### src/rtl/stk_pkg.sv
package stk_pkg;
  typedef enum logic [2:0] {
    OP_NONE,
    OP_PUSH,
    OP_POP,
    OP_CALL,
    OP_EXC,
    OP_PCHI
  } stk_op_e;
endpackage

### src/rtl/stk_limit_reg.sv
module stk_limit_reg #(
  parameter int AW = 16
) (
  input  logic          clk,
  input  logic          rst,
  input  logic          lim_we,
  input  logic [AW-1:0] lim_wdata,
  input  logic          pop_req,
  output logic [AW-1:0] lim_q,
  output logic          hazard_q
);
  logic wr_seen_q;

  // limit value intentionally has no reset
  always_ff @(posedge clk) begin
    if (lim_we) lim_q <= {lim_wdata[AW-1:1], 1'b0};
  end

  always_ff @(posedge clk) begin
    if (rst) begin
      wr_seen_q <= 1'b0;
      hazard_q  <= 1'b0;
    end else begin
      wr_seen_q <= lim_we;
      hazard_q  <= pop_req & wr_seen_q;
    end
  end
endmodule

### src/rtl/stk_bound_chk.sv
module stk_bound_chk #(
  parameter int AW    = 16,
  parameter int FLOOR = 'h0800
) (
  input  logic [AW-1:0] ea,
  input  logic [AW-1:0] lim,
  input  logic          active,
  output logic          err
);
  localparam logic [AW-1:0] FLOOR_V = AW'(FLOOR);

  always_comb begin
    err = active & ((ea > lim) | (ea < FLOOR_V));
  end
endmodule

### src/rtl/stk_op_sel.sv
module stk_op_sel
  import stk_pkg::*;
#(
  parameter int AW  = 16,
  parameter int HIW = 7,
  parameter int STW = 8
) (
  input  logic           clk,
  input  logic           rst,
  input  logic           push_req,
  input  logic           pop_req,
  input  logic           call_req,
  input  logic           exc_req,
  input  logic [HIW-1:0] pc_hi,
  input  logic [STW-1:0] stat_in,
  output stk_op_e        op,
  output logic [AW-1:0]  hi_word,
  output logic           busy
);
  localparam int PADW  = AW - STW - HIW;
  localparam int ZPADW = AW - HIW;

  always_comb begin
    if (busy)          op = OP_PCHI;
    else if (call_req) op = OP_CALL;
    else if (exc_req)  op = OP_EXC;
    else if (push_req) op = OP_PUSH;
    else if (pop_req)  op = OP_POP;
    else               op = OP_NONE;
  end

  always_ff @(posedge clk) begin
    if (rst) begin
      busy    <= 1'b0;
      hi_word <= '0;
    end else begin
      busy <= (op == OP_CALL) || (op == OP_EXC);
      if (op == OP_CALL) hi_word <= {{ZPADW{1'b0}}, pc_hi};
      else if (op == OP_EXC) hi_word <= {stat_in, {PADW{1'b0}}, pc_hi};
    end
  end
endmodule

### src/rtl/stack_addr_unit.sv
module stack_addr_unit
  import stk_pkg::*;
#(
  parameter int AW       = 16,
  parameter int PCW      = 23,
  parameter int STW      = 8,
  parameter int FLOOR    = 'h0800,
  parameter int SP_RESET = 'h0800
) (
  input  logic           clk,
  input  logic           rst,
  input  logic           push_req,
  input  logic [AW-1:0]  push_data,
  input  logic           pop_req,
  input  logic           call_req,
  input  logic           exc_req,
  input  logic [PCW-1:0] pc_in,
  input  logic [STW-1:0] stat_in,
  input  logic           lim_we,
  input  logic [AW-1:0]  lim_wdata,
  input  logic           sp_we,
  input  logic [AW-1:0]  sp_wdata,
  input  logic           trap_clear,
  output logic [AW-1:0]  mem_addr,
  output logic [AW-1:0]  mem_wdata,
  output logic           mem_we,
  output logic           mem_re,
  output logic [AW-1:0]  sp,
  output logic           busy,
  output logic           trap,
  output logic           lim_hazard
);
  localparam int HIW = PCW - AW;
  localparam logic [AW-1:0] STEP = AW'(2);

  stk_op_e       op;
  logic [AW-1:0] hi_word, lim, ea, wsrc;
  logic          err, is_write;

  stk_op_sel #(.AW(AW), .HIW(HIW), .STW(STW)) u_sel (
    .clk(clk), .rst(rst), .push_req(push_req), .pop_req(pop_req),
    .call_req(call_req), .exc_req(exc_req), .pc_hi(pc_in[PCW-1:AW]),
    .stat_in(stat_in), .op(op), .hi_word(hi_word), .busy(busy)
  );

  stk_limit_reg #(.AW(AW)) u_lim (
    .clk(clk), .rst(rst), .lim_we(lim_we), .lim_wdata(lim_wdata),
    .pop_req(pop_req), .lim_q(lim), .hazard_q(lim_hazard)
  );

  stk_bound_chk #(.AW(AW), .FLOOR(FLOOR)) u_chk (
    .ea(ea), .lim(lim), .active(op != OP_NONE), .err(err)
  );

  always_comb begin
    ea       = (op == OP_POP) ? sp - STEP : sp;
    is_write = (op == OP_PUSH) || (op == OP_CALL) || (op == OP_EXC) || (op == OP_PCHI);
    case (op)
      OP_PUSH:        wsrc = push_data;
      OP_CALL, OP_EXC: wsrc = pc_in[AW-1:0];
      default:        wsrc = hi_word;
    endcase
  end

  always_ff @(posedge clk) begin
    if (rst) begin
      sp        <= AW'(SP_RESET);
      mem_addr  <= '0;
      mem_wdata <= '0;
      mem_we    <= 1'b0;
      mem_re    <= 1'b0;
      trap      <= 1'b0;
    end else begin
      mem_we <= is_write & ~err;
      mem_re <= (op == OP_POP) & ~err;
      trap   <= err | (trap & ~trap_clear);
      if (op != OP_NONE) begin
        mem_addr <= ea;
        sp       <= (op == OP_POP) ? sp - STEP : sp + STEP;
        if (is_write) mem_wdata <= wsrc;
      end else if (sp_we) begin
        sp <= {sp_wdata[AW-1:1], 1'b0};
      end
    end
  end
endmodule

### config.mk
export PLATFORM = sky130hd
export DESIGN_NAME = stack_addr_unit
export DESIGN_NICKNAME = d
export VERILOG_FILES = /design/src/rtl/stk_pkg.sv /design/src/rtl/stk_limit_reg.sv /design/src/rtl/stk_bound_chk.sv /design/src/rtl/stk_op_sel.sv /design/src/rtl/stack_addr_unit.sv
export SDC_FILE = /design/constraint.sdc
export NUM_CORES = 1
export LEC_CHECK = 0
export BUFFER_PORTS_ARGS = -buffer_cell sky130_fd_sc_hd__buf_2
export CORE_ASPECT_RATIO = 2
export CORE_MARGIN = 1
export CORE_UTILIZATION = 25
export CTS_BUF_LIST = sky130_fd_sc_hd__clkbuf_2 sky130_fd_sc_hd__clkbuf_4 sky130_fd_sc_hd__clkbuf_8
export CTS_CLUSTER_DIAMETER = 150
export CTS_CLUSTER_SIZE = 28
export DETAILED_ROUTE_END_ITERATION = 16
export PLACE_DENSITY = 0.43
export SKIP_LAST_GASP = 1
export SYNTH_ARGS = -nofsm -noshare
export SYNTH_HDL_FRONTEND = slang
export SYNTH_SLANG_ARGS = --single-unit
### constraint.sdc
create_clock -name clk -period 4.05 [get_ports clk]
set_input_delay 0.6075 -clock clk [delete_from_list [all_inputs] [get_ports clk]]
set_output_delay 0.6075 -clock clk [all_outputs]
set_load 0.02 [all_outputs]
Yosys cells after proc, flatten, opt, wreduce, memory -nomap -nowiden

Index checks and enable logic that the tools add are counted.

Output and inout bits: 53
Memories kept: 0
Memory bits (read-only): 0
Bits in latches: 0
Bits of input ports: 88
Memory bits (writable): 0
Flip-flop bits (word level): 84
Logic and storage cells: 52

Divide/modulo/power cells: 0
Magnitude comparators: 2
Shift operators: 0
Multiply operators: 0
Eq/ne operators: 5
Bitwise logic cells: 9
Reduce and logical (&&, ||, !) cells: 10
Mux-type cells: 12
$add $sub $neg: 2

Operators with widths:

| cell                  | number |
|---|---|
| $mux 16               | 4 |
| $pmux 16 s2           | 1 |
| $add 16x2->16 const B | 1 |
| $gt 16x16->1          | 1 |
| $lt 16x12->1 const B  | 1 |
| $sub 16x2->16 const B | 1 |
| $mux 7                | 2 |
| $mux 3                | 4 |
| $eq 3x2->1 const B    | 2 |
| $eq 3x3->1 const B    | 2 |
| $and 1x1->1           | 5 |
| $logic_or 1x1->1      | 4 |
| $reduce_bool 2->1     | 2 |
| $reduce_or 2->1       | 2 |
| $eq 3x1->1 const B    | 1 |
| $reduce_bool 3->1     | 1 |
| $mux 2                | 1 |
| $not 1->1             | 2 |
| $or 1x1->1            | 2 |
| $reduce_and 2->1      | 1 |

Longest topological paths before layout

Gate-level depths: netlist of the first run.

Depth after elaboration: 12
Gate-level depth with buffers: 14
Mapped depth without buffers: 12

By module

A second synthesis of the first run with hierarchy kept.

Cell total of the unflattened synthesis: 535
Area, all modules: 4724.5 sq um

Modules (own cells, without submodules):

| module          | instances | cells an instance | area an instance (sq um) | seq. area each (sq um) |
|---|---|---|---|---|
| stack_addr_unit | 1         | 375               | 2965.3                   | 980.9 |
| stk_op_sel      | 1         | 79                | 808.3                    | 320.3 |
| stk_limit_reg   | 1         | 21                | 516.7                    | 490.5 |
| stk_bound_chk   | 1         | 60                | 434.2                    | 0.0 |

Worst setup path before layout of the first run

Ideal clock, no wire load.

Path kind: input to register
Start point: input push_req
End point: register trap
Setup time: 0.060 ns
Arrival: 3.400 ns
Path slack: 0.591 ns
Cell stages on the path: 12
Cell sequence: buf_2 > or4_1 > buf_2 > nor4_4 > nand3b_1 > xnor2_2 > ha_1 > and4_1 > nand4_1 > a31o_2 > a311oi_1 > o31a_1

Word-level cells in the longest chain between the ends: 10
Elaborated cells on any way between the ends: 12
Those cells by class: 2 x order compare; 1 x eq/ne; 5 x mux; 3 x bitwise; 1 x reduce/logical

RTL lines:

| element                                             | line                  | RTL |
|---|---|---|
| start: declaration                                  | stack_addr_unit.sv:12 | `input logic push_req,` |
| $mux 3 *                                            | stk_op_sel.sv:27      | `else if (push_req) op = OP_PUSH;` |
| $mux 3 *                                            | stk_op_sel.sv:26      | `else if (exc_req) op = OP_EXC;` |
| $mux 3 *                                            | stk_op_sel.sv:25      | `else if (call_req) op = OP_CALL;` |
| $mux 3 *                                            | stk_op_sel.sv:24      | `if (busy) op = OP_PCHI;` |
| $eq 3x2->1 *                                        | stack_addr_unit.sv:56 | `ea = (op == OP_POP) ? sp - STEP : sp;` |
| $mux 16 *                                           | stack_addr_unit.sv:56 |  |
| named net ea[15]                                    | stack_addr_unit.sv:37 | `logic [AW-1:0] hi_word, lim, ea, wsrc;` |
| $gt 16x16->1 / $lt 16x12->1 (equally long branches) | stk_bound_chk.sv:13   | `err = active & ((ea > lim) \| (ea < FLOOR_V));` |
| $or 1x1->1 *                                        | stk_bound_chk.sv:13   |  |
| $and 1x1->1 *                                       | stk_bound_chk.sv:13   |  |
| $or 1x1->1 *                                        | stack_addr_unit.sv:76 | `trap <= err \| (trap & ~trap_clear);` |
| end signal: assignment                              | stack_addr_unit.sv:76 |  |
| end: declaration                                    | stack_addr_unit.sv:30 | `output logic trap,` |

Mark *: on every way through the listed nets, which the timed path passes. The rest lies on a longest branch.
A chain may end at the register's enable or synchronous reset.

Final worst setup path of the first run

Start point: register sp[1]
End point: register trap

Word-level cells in the longest chain between the ends: 6
Elaborated cells on any way between the ends: 7
Those cells by class: 1 x add/sub; 2 x order compare; 1 x mux; 3 x bitwise

RTL lines:

| element                                             | line                  | RTL |
|---|---|---|
| start: declaration                                  | stack_addr_unit.sv:28 | `output logic [AW-1:0] sp,` |
| start signal: assignment                            | stack_addr_unit.sv:67 | `sp <= AW'(SP_RESET);` |
| start signal: assignment                            | stack_addr_unit.sv:79 | `sp <= (op == OP_POP) ? sp - STEP : sp + STEP;` |
| start signal: assignment                            | stack_addr_unit.sv:82 | `sp <= {sp_wdata[AW-1:1], 1'b0};` |
| $sub 16x2->16 *                                     | stack_addr_unit.sv:56 |  |
| $mux 16 *                                           | stack_addr_unit.sv:56 |  |
| named net ea[14]                                    | stack_addr_unit.sv:37 |  |
| $gt 16x16->1 / $lt 16x12->1 (equally long branches) | stk_bound_chk.sv:13   |  |
| $or 1x1->1 *                                        | stk_bound_chk.sv:13   |  |
| $and 1x1->1 *                                       | stk_bound_chk.sv:13   |  |
| $or 1x1->1 *                                        | stack_addr_unit.sv:76 |  |

Marked as above.

==> results of run 1 <==
## cells in the final DEF (no fill, tap or decap), drive strengths merged, types with 11 or more instances in the layout
cell	Yosys	routed
a21oi	39	39
a22oi	14	14
a311oi	16	16
buf	9	169
clkbuf	35	13
dfxtp	67	67
edfxtp	15	15
ha	19	19
inv	35	35
nand2	41	41
nand3	11	11
nor2	87	87
nor3	17	17
o21ai	27	27
xnor2	12	12
## cells by family after synthesis
kind of cell / after synthesis / synth area share (%)
flip-flops: 82 / 40.8
multiplexers: 4 / 0.912
AND/OR/NAND/NOR: 205 / 23.0
XOR/XNOR: 15 / 3.16
adder cells (fa/ha/maj): 19 / 5.41
other: 1 / 0.0854
buffers and inverters: 80 / 7.35
AO/OA/AOI/OAI: 130 / 19.3
## worst register-to-register path: cells and delay by family (launching register included)
kind | cells | cell delay, ns
AOI/OAI and AO/OA | 4 | 0.98
adders and majority gates | 1 | 0.34
buffers and inverters | 2 | 0.38
DFF | 1 | 0.38
and+or+nand+nor | 5 | 1.68
## final timing paths
path	from	end	slack, ns	depth (start not counted)
worst max register to register	sp[1]$_SDFFE_PP0P_	trap$_SDFF_PP0_	0.23	12
worst min-delay path	lim_wdata[9]	u_lim.lim_q[9]$_DFFE_PP_	0.40	1
worst min register to register	u_sel.hi_word[0]$_SDFFE_PP0N_	u_sel.hi_word[0]$_SDFFE_PP0N_	0.46	2
worst max-delay path	sp[1]$_SDFFE_PP0P_	trap$_SDFF_PP0_	0.23	12
## routing by layer
layer | wire, um | track usage, % | share of wire, % | vias up
met2 | 8870 | 35.0 | 57 | 136
met4 | 557 | 9.13 | 3.6 | 0
met5 | 0 | 0 | 0 | -
met3 | 600 | 2.53 | 3.9 | 28
li1 | - | - | - | 2164
met1 | 5470 | 17.4 | 35 | 2078
## cell usage after synthesis (14+ instances only)
master    count  area share (%)
a21oi_1      39             4.4
a22oi_1      14             2.4
a311oi_1     16             3.2
clkbuf_1     35             3.0
dfxtp_1      67              31
edfxtp_1     15              10
ha_1         19             5.4
inv_1        35             3.0
nand2_1      41             3.5
nor2_1       87             7.4
nor3_1       17             1.9
o21ai_0      27             3.1
## state kept, by name, summed over array words and instances, names as in the netlist
signal	flops
mem_wdata	16
mem_addr	15
sp	15
u_lim.lim_q	15
u_sel.hi_word	15
mem_re	1
mem_we	1
trap	1
u_lim.hazard_q	1
u_lim.wr_seen_q	1
u_sel.busy	1
## metrics by stage
stage          cells  area, sq um
2_1_floorplan    537         4390
3_3_place_gp     872         5400
3_5_place_dp     872         5400
4_1_cts          887         5600
5_1_grt          887         5610
6_report         887         5610
## power breakdown
group | switching, mW | internal (mW) | total (mW)
combinational | 0.237 | 0.150 | 0.386
sequential | 0.0253 | 0.881 | 0.906
clock | 0.306 | 0.330 | 0.636
## final cells by class
cell class	instances	area [sq um]
clock buffers	13	166
inverters	36	135
flip-flops and latches	82	1790
well taps	210	263
fillers	1894	11600
multi-input cells	375	2290
repair buffers	169	928
clock inverters	2	37.5
## timing repair
item                       4_1_cts  5_1_grt
buffers inserted                 0        0
setup endpoints to repair        0        3
gates resized for setup          0        1
==> qor.yml, run 1 <==
slowest_delay_ns: 0.60
final_nets: 780
antenna_found_initial: 0
drive_gt1_share_pct: 29.1
placementRows: 68
grt_pass1_vias: 4532
cp.arrival_ns: 4.13
port_buffers: 136
yosys.cell_types.count: 60
required_ns: 4.36
routed_via_density: 4.97
cp_slowest_cell: "or4_4"
ios: 141
dpl_worst_slack_ns: -0.149
clock.fmax_mhz: 262
worstPathCellList: "or4_4, or4_4, o21ai_0, nand2_1, ha_1, and4_1, nand4_1, buf_4, a31o_2, a311oi_2, buf_4, o31a_1"
crit_buf_inv: 2
leakage_nw: 2.56
firstDrtPassIters: 4
drtIter0Drc: 123
crit_fanout: 7
root_buffer: "clkbuf_8"
cts_max_level: 3
cp_top_family: "simple AND/OR/NAND/NOR gates"
grt_pass1_wl_um: 24200
syn2layout_area_growth_pct: 27.8
ir_drop_mv: 0.120
skew_ns: 0.0166
netlist_area_sq_um: 4390
cp-start-kind: "flip-flop"
clk_path_buf_depth: 2
grt_max_degree: 36
maxSlewHeadroom_pct: 22.7
seq_area_frac_synth_pct: 40.8
cts.clk_slew.worst_paths_ns: 0.08
avgSynthCellArea_sq_um: 8.19
drc: 0
slew_viol_final: 0
hold_viol_final: 0
cts_tree: "built"
synthFlopType: "dfxtp_1"
timing.hold.ws_ns: 0.403
grt_overflow_total: 0
core_area_sq_um: 17200
die_w_um: 95.7
synth_edf_count: 15
wire_per_inst_um: 17.5
ctsHoldBuffers: 0
tightest_slew_ns: 1.16
finalSetupViolCount: 0
dp_hpwl_um: 12200
vias: 4406
cts_buffers: 9
die_area_sq_um: 18100
drv_cap: 0
utilization_pct: 32.6
finalSetupTns_ns: 0
ys_warn_count: 0
initial_core_util_pct: 25.5
period_share_pct: 94.4
status: "finished, final reports clean"
postRouteAntennaNets: 0
wl_um: 15500
grt_use_total_pct: 18.0
path_class: "flip-flop to flip-flop"
cts_num_sinks: 82
ys_ff_latch: 82
synth_cells: 536
finalPower_mw: 1.93
fp.dieH_um: 189
clk-insertion-delay-late_ns: 0.38
synth-async-reset-ratio_pct: 0
endpoint_kind: "flip-flop"
diodes: 0
rsz0062_at_grt: "no"
pwr_density_cell_nw_per_um2: 344
min_path_type: "input pin to flip-flop"
finalWorstSetupSlack_ns: 0.228
gp_congestion: 0.870
fin_crit_ns: 3.82
Note: power is estimated with default switching activity, not from simulation.
==> inputs of run 2 (changes only) <==
--- a/config.mk
+++ b/config.mk
@@ -9,7 +9,7 @@
 export CORE_ASPECT_RATIO = 2
 export CORE_MARGIN = 1
 export CORE_UTILIZATION = 25
-export CTS_BUF_LIST = sky130_fd_sc_hd__clkbuf_2 sky130_fd_sc_hd__clkbuf_4 sky130_fd_sc_hd__clkbuf_8
+export CTS_BUF_LIST = sky130_fd_sc_hd__clkbuf_16
 export CTS_CLUSTER_DIAMETER = 150
 export CTS_CLUSTER_SIZE = 28
 export DETAILED_ROUTE_END_ITERATION = 16
==> qor.yml, run 2 (synthesis results as in run 1) <==
status: "finished, final reports clean"
wire_per_inst_um: 17.5
ctsHoldBuffers: 0
die_area_sq_um: 18100
cts_tree: "built"
dpl_worst_slack_ns: -0.149
grt_max_degree: 36
wl_um: 15500
vias: 4396
maxSlewHeadroom_pct: 21.7
layout_commonest_cell: "buf_2"
slew_viol_final: 0
skew_ns: 0.0107
pwr_density_cell_nw_per_um2: 368
cts_num_sinks: 82
clk-insertion-delay-late_ns: 0.35
firstDrtPassIters: 4
cts_setup_buffers: 0
final_nets: 780
drtIter0Drc: 103
root_buffer: "clkbuf_16"
finalInstanceArea_sq_um: 5680
gp_congestion: 0.870
drc: 0
top_register: "mem_wdata"
postRouteAntennaNets: 0
finalSetupViolCount: 0
cp-start-kind: "flip-flop"
crit_fanout: 7
cp.arrival_ns: 4.05
initial_core_util_pct: 25.5
grt_overflow_total: 0
placementRows: 68
placedCellCount: 872
dpl_cell_area_sq_um: 5400
path_class: "flip-flop to flip-flop"
leakage_nw: 2.60
use_met2_pct: 34.6
finalWorstSetupSlack_ns: 0.284
clock.fmax_mhz: 266
port_buffers: 136
fp.dieH_um: 189
cts_buffers: 9
die_w_um: 95.7
grt_pass1_vias: 4547
worstPathCellList: "or4_4, or4_4, o21ai_0, nand2_1, ha_1, and4_1, nand4_1, buf_4, a31o_2, a311oi_2, buf_4, o31a_1"
rsz0062_at_grt: "no"
slowest_delay_ns: 0.61
met3_usage_pct: 2.49
diodes: 0
antenna_found_initial: 0
routed_via_density: 4.96
cp_slowest_cell: "or4_4"
endpoint_kind: "flip-flop"
stdcell_count: 887
hold_viol_final: 0
layout_common_cells: "buf_2, nor2_1, dfxtp_1"
ir_drop_mv: 0.151
ios: 141
largest_reg_flops: 16
cts_max_level: 3
dp_hpwl_um: 12200
tightest_slew_ns: 1.17
fin_crit_ns: 3.77
min_path_type: "input pin to flip-flop"
drv_cap: 0
finalSetupTns_ns: 0
syn2layout_area_growth_pct: 29.5
clk_path_buf_depth: 2
cts.clk_slew.worst_paths_ns: 0.06
core_area_sq_um: 17200
grt_pass1_wl_um: 24200
period_share_pct: 93.0
grt-busiest-layer: "met2"
grt_use_total_pct: 17.9
cts_resized: 0
drive_gt1_share_pct: 28.7
required_ns: 4.33
met1_usage_pct: 17.3
-- run 2: cell count changes in the layout (fill, tap and decap cells not counted) --
cell and delta:
clkbuf_16 +9, clkbuf_4 -2, clkbuf_8 -11, clkinv_1 +1, inv_1 +2, inv_2 +1
-- run 2: final cells by class --
class,instances,area [sq um]
Inverter,36,135
Tap cell,210,263
Multi-Input combinational cell,375,2290
Sequential cell,82,1790
Timing Repair Buffer,169,928
Clock buffer,9,225
Fill cell,1886,11500
Clock inverter,6,52.6
-- run 2: per-layer routing --
layer	vias to the layer above	routed length, um
met5	-	0
met3	33	586
met1	2070	5450
met2	128	8850
li1	2165	-
met4	0	614
-- run 2: worst paths after layout --
kind,cells past startpoint,slack [ns],to,startpoint
worst min register to register,2,0.45,u_sel.hi_word[0]$_SDFFE_PP0N_,u_sel.hi_word[0]$_SDFFE_PP0N_
worst max register to register,12,0.28,trap$_SDFF_PP0_,sp[1]$_SDFFE_PP0P_
worst max-delay path,12,0.28,trap$_SDFF_PP0_,sp[1]$_SDFFE_PP0P_
worst min-delay path,1,0.43,u_lim.lim_q[9]$_DFFE_PP_,lim_wdata[9]
-- run 2: worst max-delay path: cells and delay by family, from the launching register on --
kind	cells	cell delay, ns
flip-flops	1	0.38
adder cells (fa/ha/maj)	1	0.33
AO/OA/AOI/OAI	4	0.94
buffers and inverters	2	0.38
AND/OR/NAND/NOR	5	1.68
-- run 2: stage by stage --
stage | power, mW | utilization (%) | hold slack [ns]
final | 2.09 | 33.1 | 0.432
after floorplan | 1.15 | - | 0.437
after global placement | 1.31 | 31.4 | 0.441
after CTS | 2.12 | 33.0 | 0.420
after global routing | 2.20 | 33.1 | 0.418
after detailed placement | 1.32 | 31.4 | 0.447
-- run 2: where the power goes --
| group | internal (mW) | switching [mW] |
|---|---|---|
| registers | 0.882 | 0.0253 |
| logic | 0.150 | 0.237 |
| clock network | 0.466 | 0.333 |
| total | 1.50 | 0.595 |
==> inputs of run 3 (changes only) <==
--- a/config.mk
+++ b/config.mk
@@ -14,6 +14,7 @@
 export CTS_CLUSTER_SIZE = 28
 export DETAILED_ROUTE_END_ITERATION = 16
 export PLACE_DENSITY = 0.43
+export SETUP_SLACK_MARGIN = 0.4
 export SKIP_LAST_GASP = 1
 export SYNTH_ARGS = -nofsm -noshare
 export SYNTH_HDL_FRONTEND = slang
==> qor.yml, run 3 (synthesis results as in run 1) <==
ctsHoldBuffers: 0
drtIter0Drc: 109
r2r_setup_slack_ns: 0.54
crit_fanout: 4
regToRegEndpoint: "trap$_SDFF_PP0_"
rsz0062_at_grt: "no"
finalSetupViolCount: 0
finalSetupTns_ns: 0
drv_cap: 0
drc: 0
syn2layout_area_growth_pct: 30.7
grt_pass1_wl_um: 24200
cp_top_family: "simple AND/OR/NAND/NOR gates"
wl_um: 15600
hold_viol_final: 0
routed_via_density: 4.97
ios: 141
n_fill_cell: 1879
wire_per_inst_um: 17.6
internal-power_mw: 1.50
cp.arrival_ns: 3.80
cp-start-kind: "flip-flop"
dp_hpwl_um: 12200
clock.fmax_mhz: 285
tightest_slew_ns: 1.17
fin_crit_ns: 3.51
drive_gt1_share_pct: 30.0
period_share_pct: 86.7
cp_slowest_cell: "or4_4"
firstDrtPassIters: 6
crit_buf_inv: 2
power_switching_mw: 0.596
grt_max_degree: 36
finalPower_mw: 2.10
fp.dieH_um: 189
slew_viol_final: 0
antenna_found_initial: 0
grt_use_total_pct: 18.0
clk_path_buf_depth: 2
cts_max_level: 3
seqPwrFrac_pct: 43.3
grt-busiest-layer: "met2"
endpoint_kind: "flip-flop"
cts_tree: "built"
cts_num_sinks: 82
placementRows: 68
p_comb_share_pct: 18.7
skew_ns: 0.0105
layout_common_cells: "buf_2, nor2_1, dfxtp_1"
startpoint: "sp[6]$_SDFFE_PP0P_"
clk-insertion-delay-late_ns: 0.35
die_area_sq_um: 18100
ff2ff_path_depth: 12
largest_reg_flops: 16
vias: 4412
path_class: "flip-flop to flip-flop"
dpl_worst_slack_ns: -0.149
required_ns: 4.33
finalWorstSetupSlack_ns: 0.538
setup.worst_path.end: "trap$_SDFF_PP0_"
cts.clk_slew.worst_paths_ns: 0.06
postRouteAntennaNets: 0
diodes: 0
maxSlewHeadroom_pct: 21.7
min-delay-start: "lim_wdata[9]"
use_met2_pct: 34.7
worstPathCellList: "or4_4, or4_4, or3_4, nand2_2, ha_4, and4_4, nand4_1, buf_4, a31o_2, a311oi_4, buf_4, o31a_1"
ir_drop_mv: 0.150
sw_frac_of_total_pct: 28.4
cts_buffers: 9
layout_commonest_cell: "buf_2"
leakage_nw: 2.61
r2r-start: "sp[6]$_SDFFE_PP0P_"
path_depth: 12
slowest_delay_ns: 0.57
root_buffer: "clkbuf_16"
gp_congestion: 0.870
initial_core_util_pct: 25.5
top_register: "mem_wdata"
min_path_type: "input pin to flip-flop"
met1_usage_pct: 17.4
met3_usage_pct: 2.49
final_nets: 780
core_area_sq_um: 17200
status: "finished, final reports clean"
die_w_um: 95.7
dpl_cell_area_sq_um: 5400
utilization_pct: 33.4
grt_pass1_vias: 4550
grt_overflow_total: 0
finalInstanceArea_sq_um: 5740
clockPowerShare_pct: 38.0
port_buffers: 136
pwr_density_cell_nw_per_um2: 366
-- run 3: cell type report --
cell class | instances | area, sq um | area share, %
sequential | 82 | 1790 | 31.2
clock inverter | 6 | 52.6 | 0.916
multi-input combinational | 375 | 2340 | 40.8
tap | 210 | 263 | 4.58
clock buffer | 9 | 225 | 3.92
timing repair buffer | 169 | 928 | 16.2
inverter | 36 | 135 | 2.35
-- run 3: worst reg2reg max path: cells and delay by family, from the launching register on --
| family | cells | cell delay [ns] |
|---|---|---|
| AND/OR/NAND/NOR | 6 | 1.95 |
| AO/OA/AOI/OAI | 3 | 0.65 |
| buffers and inverters | 2 | 0.37 |
| adder cells (fa/ha/maj) | 1 | 0.14 |
| flip-flops | 1 | 0.33 |
-- run 3: how the worst min path moves through the flow --
stage | end | slack (ns) | depth (start not counted)
floorplan | u_sel.hi_word[0]$_SDFFE_PP0N_ | 0.44 | 2
global placement | mem_addr[2]$_SDFFE_PP0N_ | 0.44 | 2
detailed placement | u_sel.hi_word[0]$_SDFFE_PP0N_ | 0.45 | 2
CTS | u_lim.lim_q[9]$_DFFE_PP_ | 0.42 | 1
global route | u_lim.lim_q[9]$_DFFE_PP_ | 0.42 | 1
finish | u_lim.lim_q[9]$_DFFE_PP_ | 0.43 | 1
-- run 3: stage by stage --
| stage | hold WS [ns] | instances |
|---|---|---|
| 6_report | 0.432 | 887 |
| 5_1_grt | 0.418 | 887 |
| 4_1_cts | 0.420 | 887 |
| 3_3_place_gp | 0.441 | 872 |
| 2_1_floorplan | 0.437 | 537 |
| 3_5_place_dp | 0.447 | 872 |
-- run 3: metal layers --
| layer | wire [um] | vias to the layer above | part of all wire, % |
|---|---|---|---|
| li1 | - | 2167 | - |
| met1 | 5520 | 2079 | 35 |
| met2 | 8890 | 134 | 57 |
| met3 | 594 | 32 | 3.8 |
| met4 | 583 | 0 | 3.7 |
| met5 | 0 | - | 0 |
-- run 3: power groups by stage --
stage | registers (mW) | clock network (mW) | logic, mW
finish | 0.908 | 0.797 | 0.393
global route | 0.914 | 0.856 | 0.438
CTS | 0.909 | 0.819 | 0.397
detailed placement | 0.925 | 0 | 0.392
global placement | 0.925 | 0 | 0.387
floorplan | 0.958 | 0 | 0.195
-- run 3: what timing repair did --
action                     CTS  global route
pin swaps                    3             2
gates resized for setup      8             4
setup buffers                0             0
setup endpoints to repair    3             3
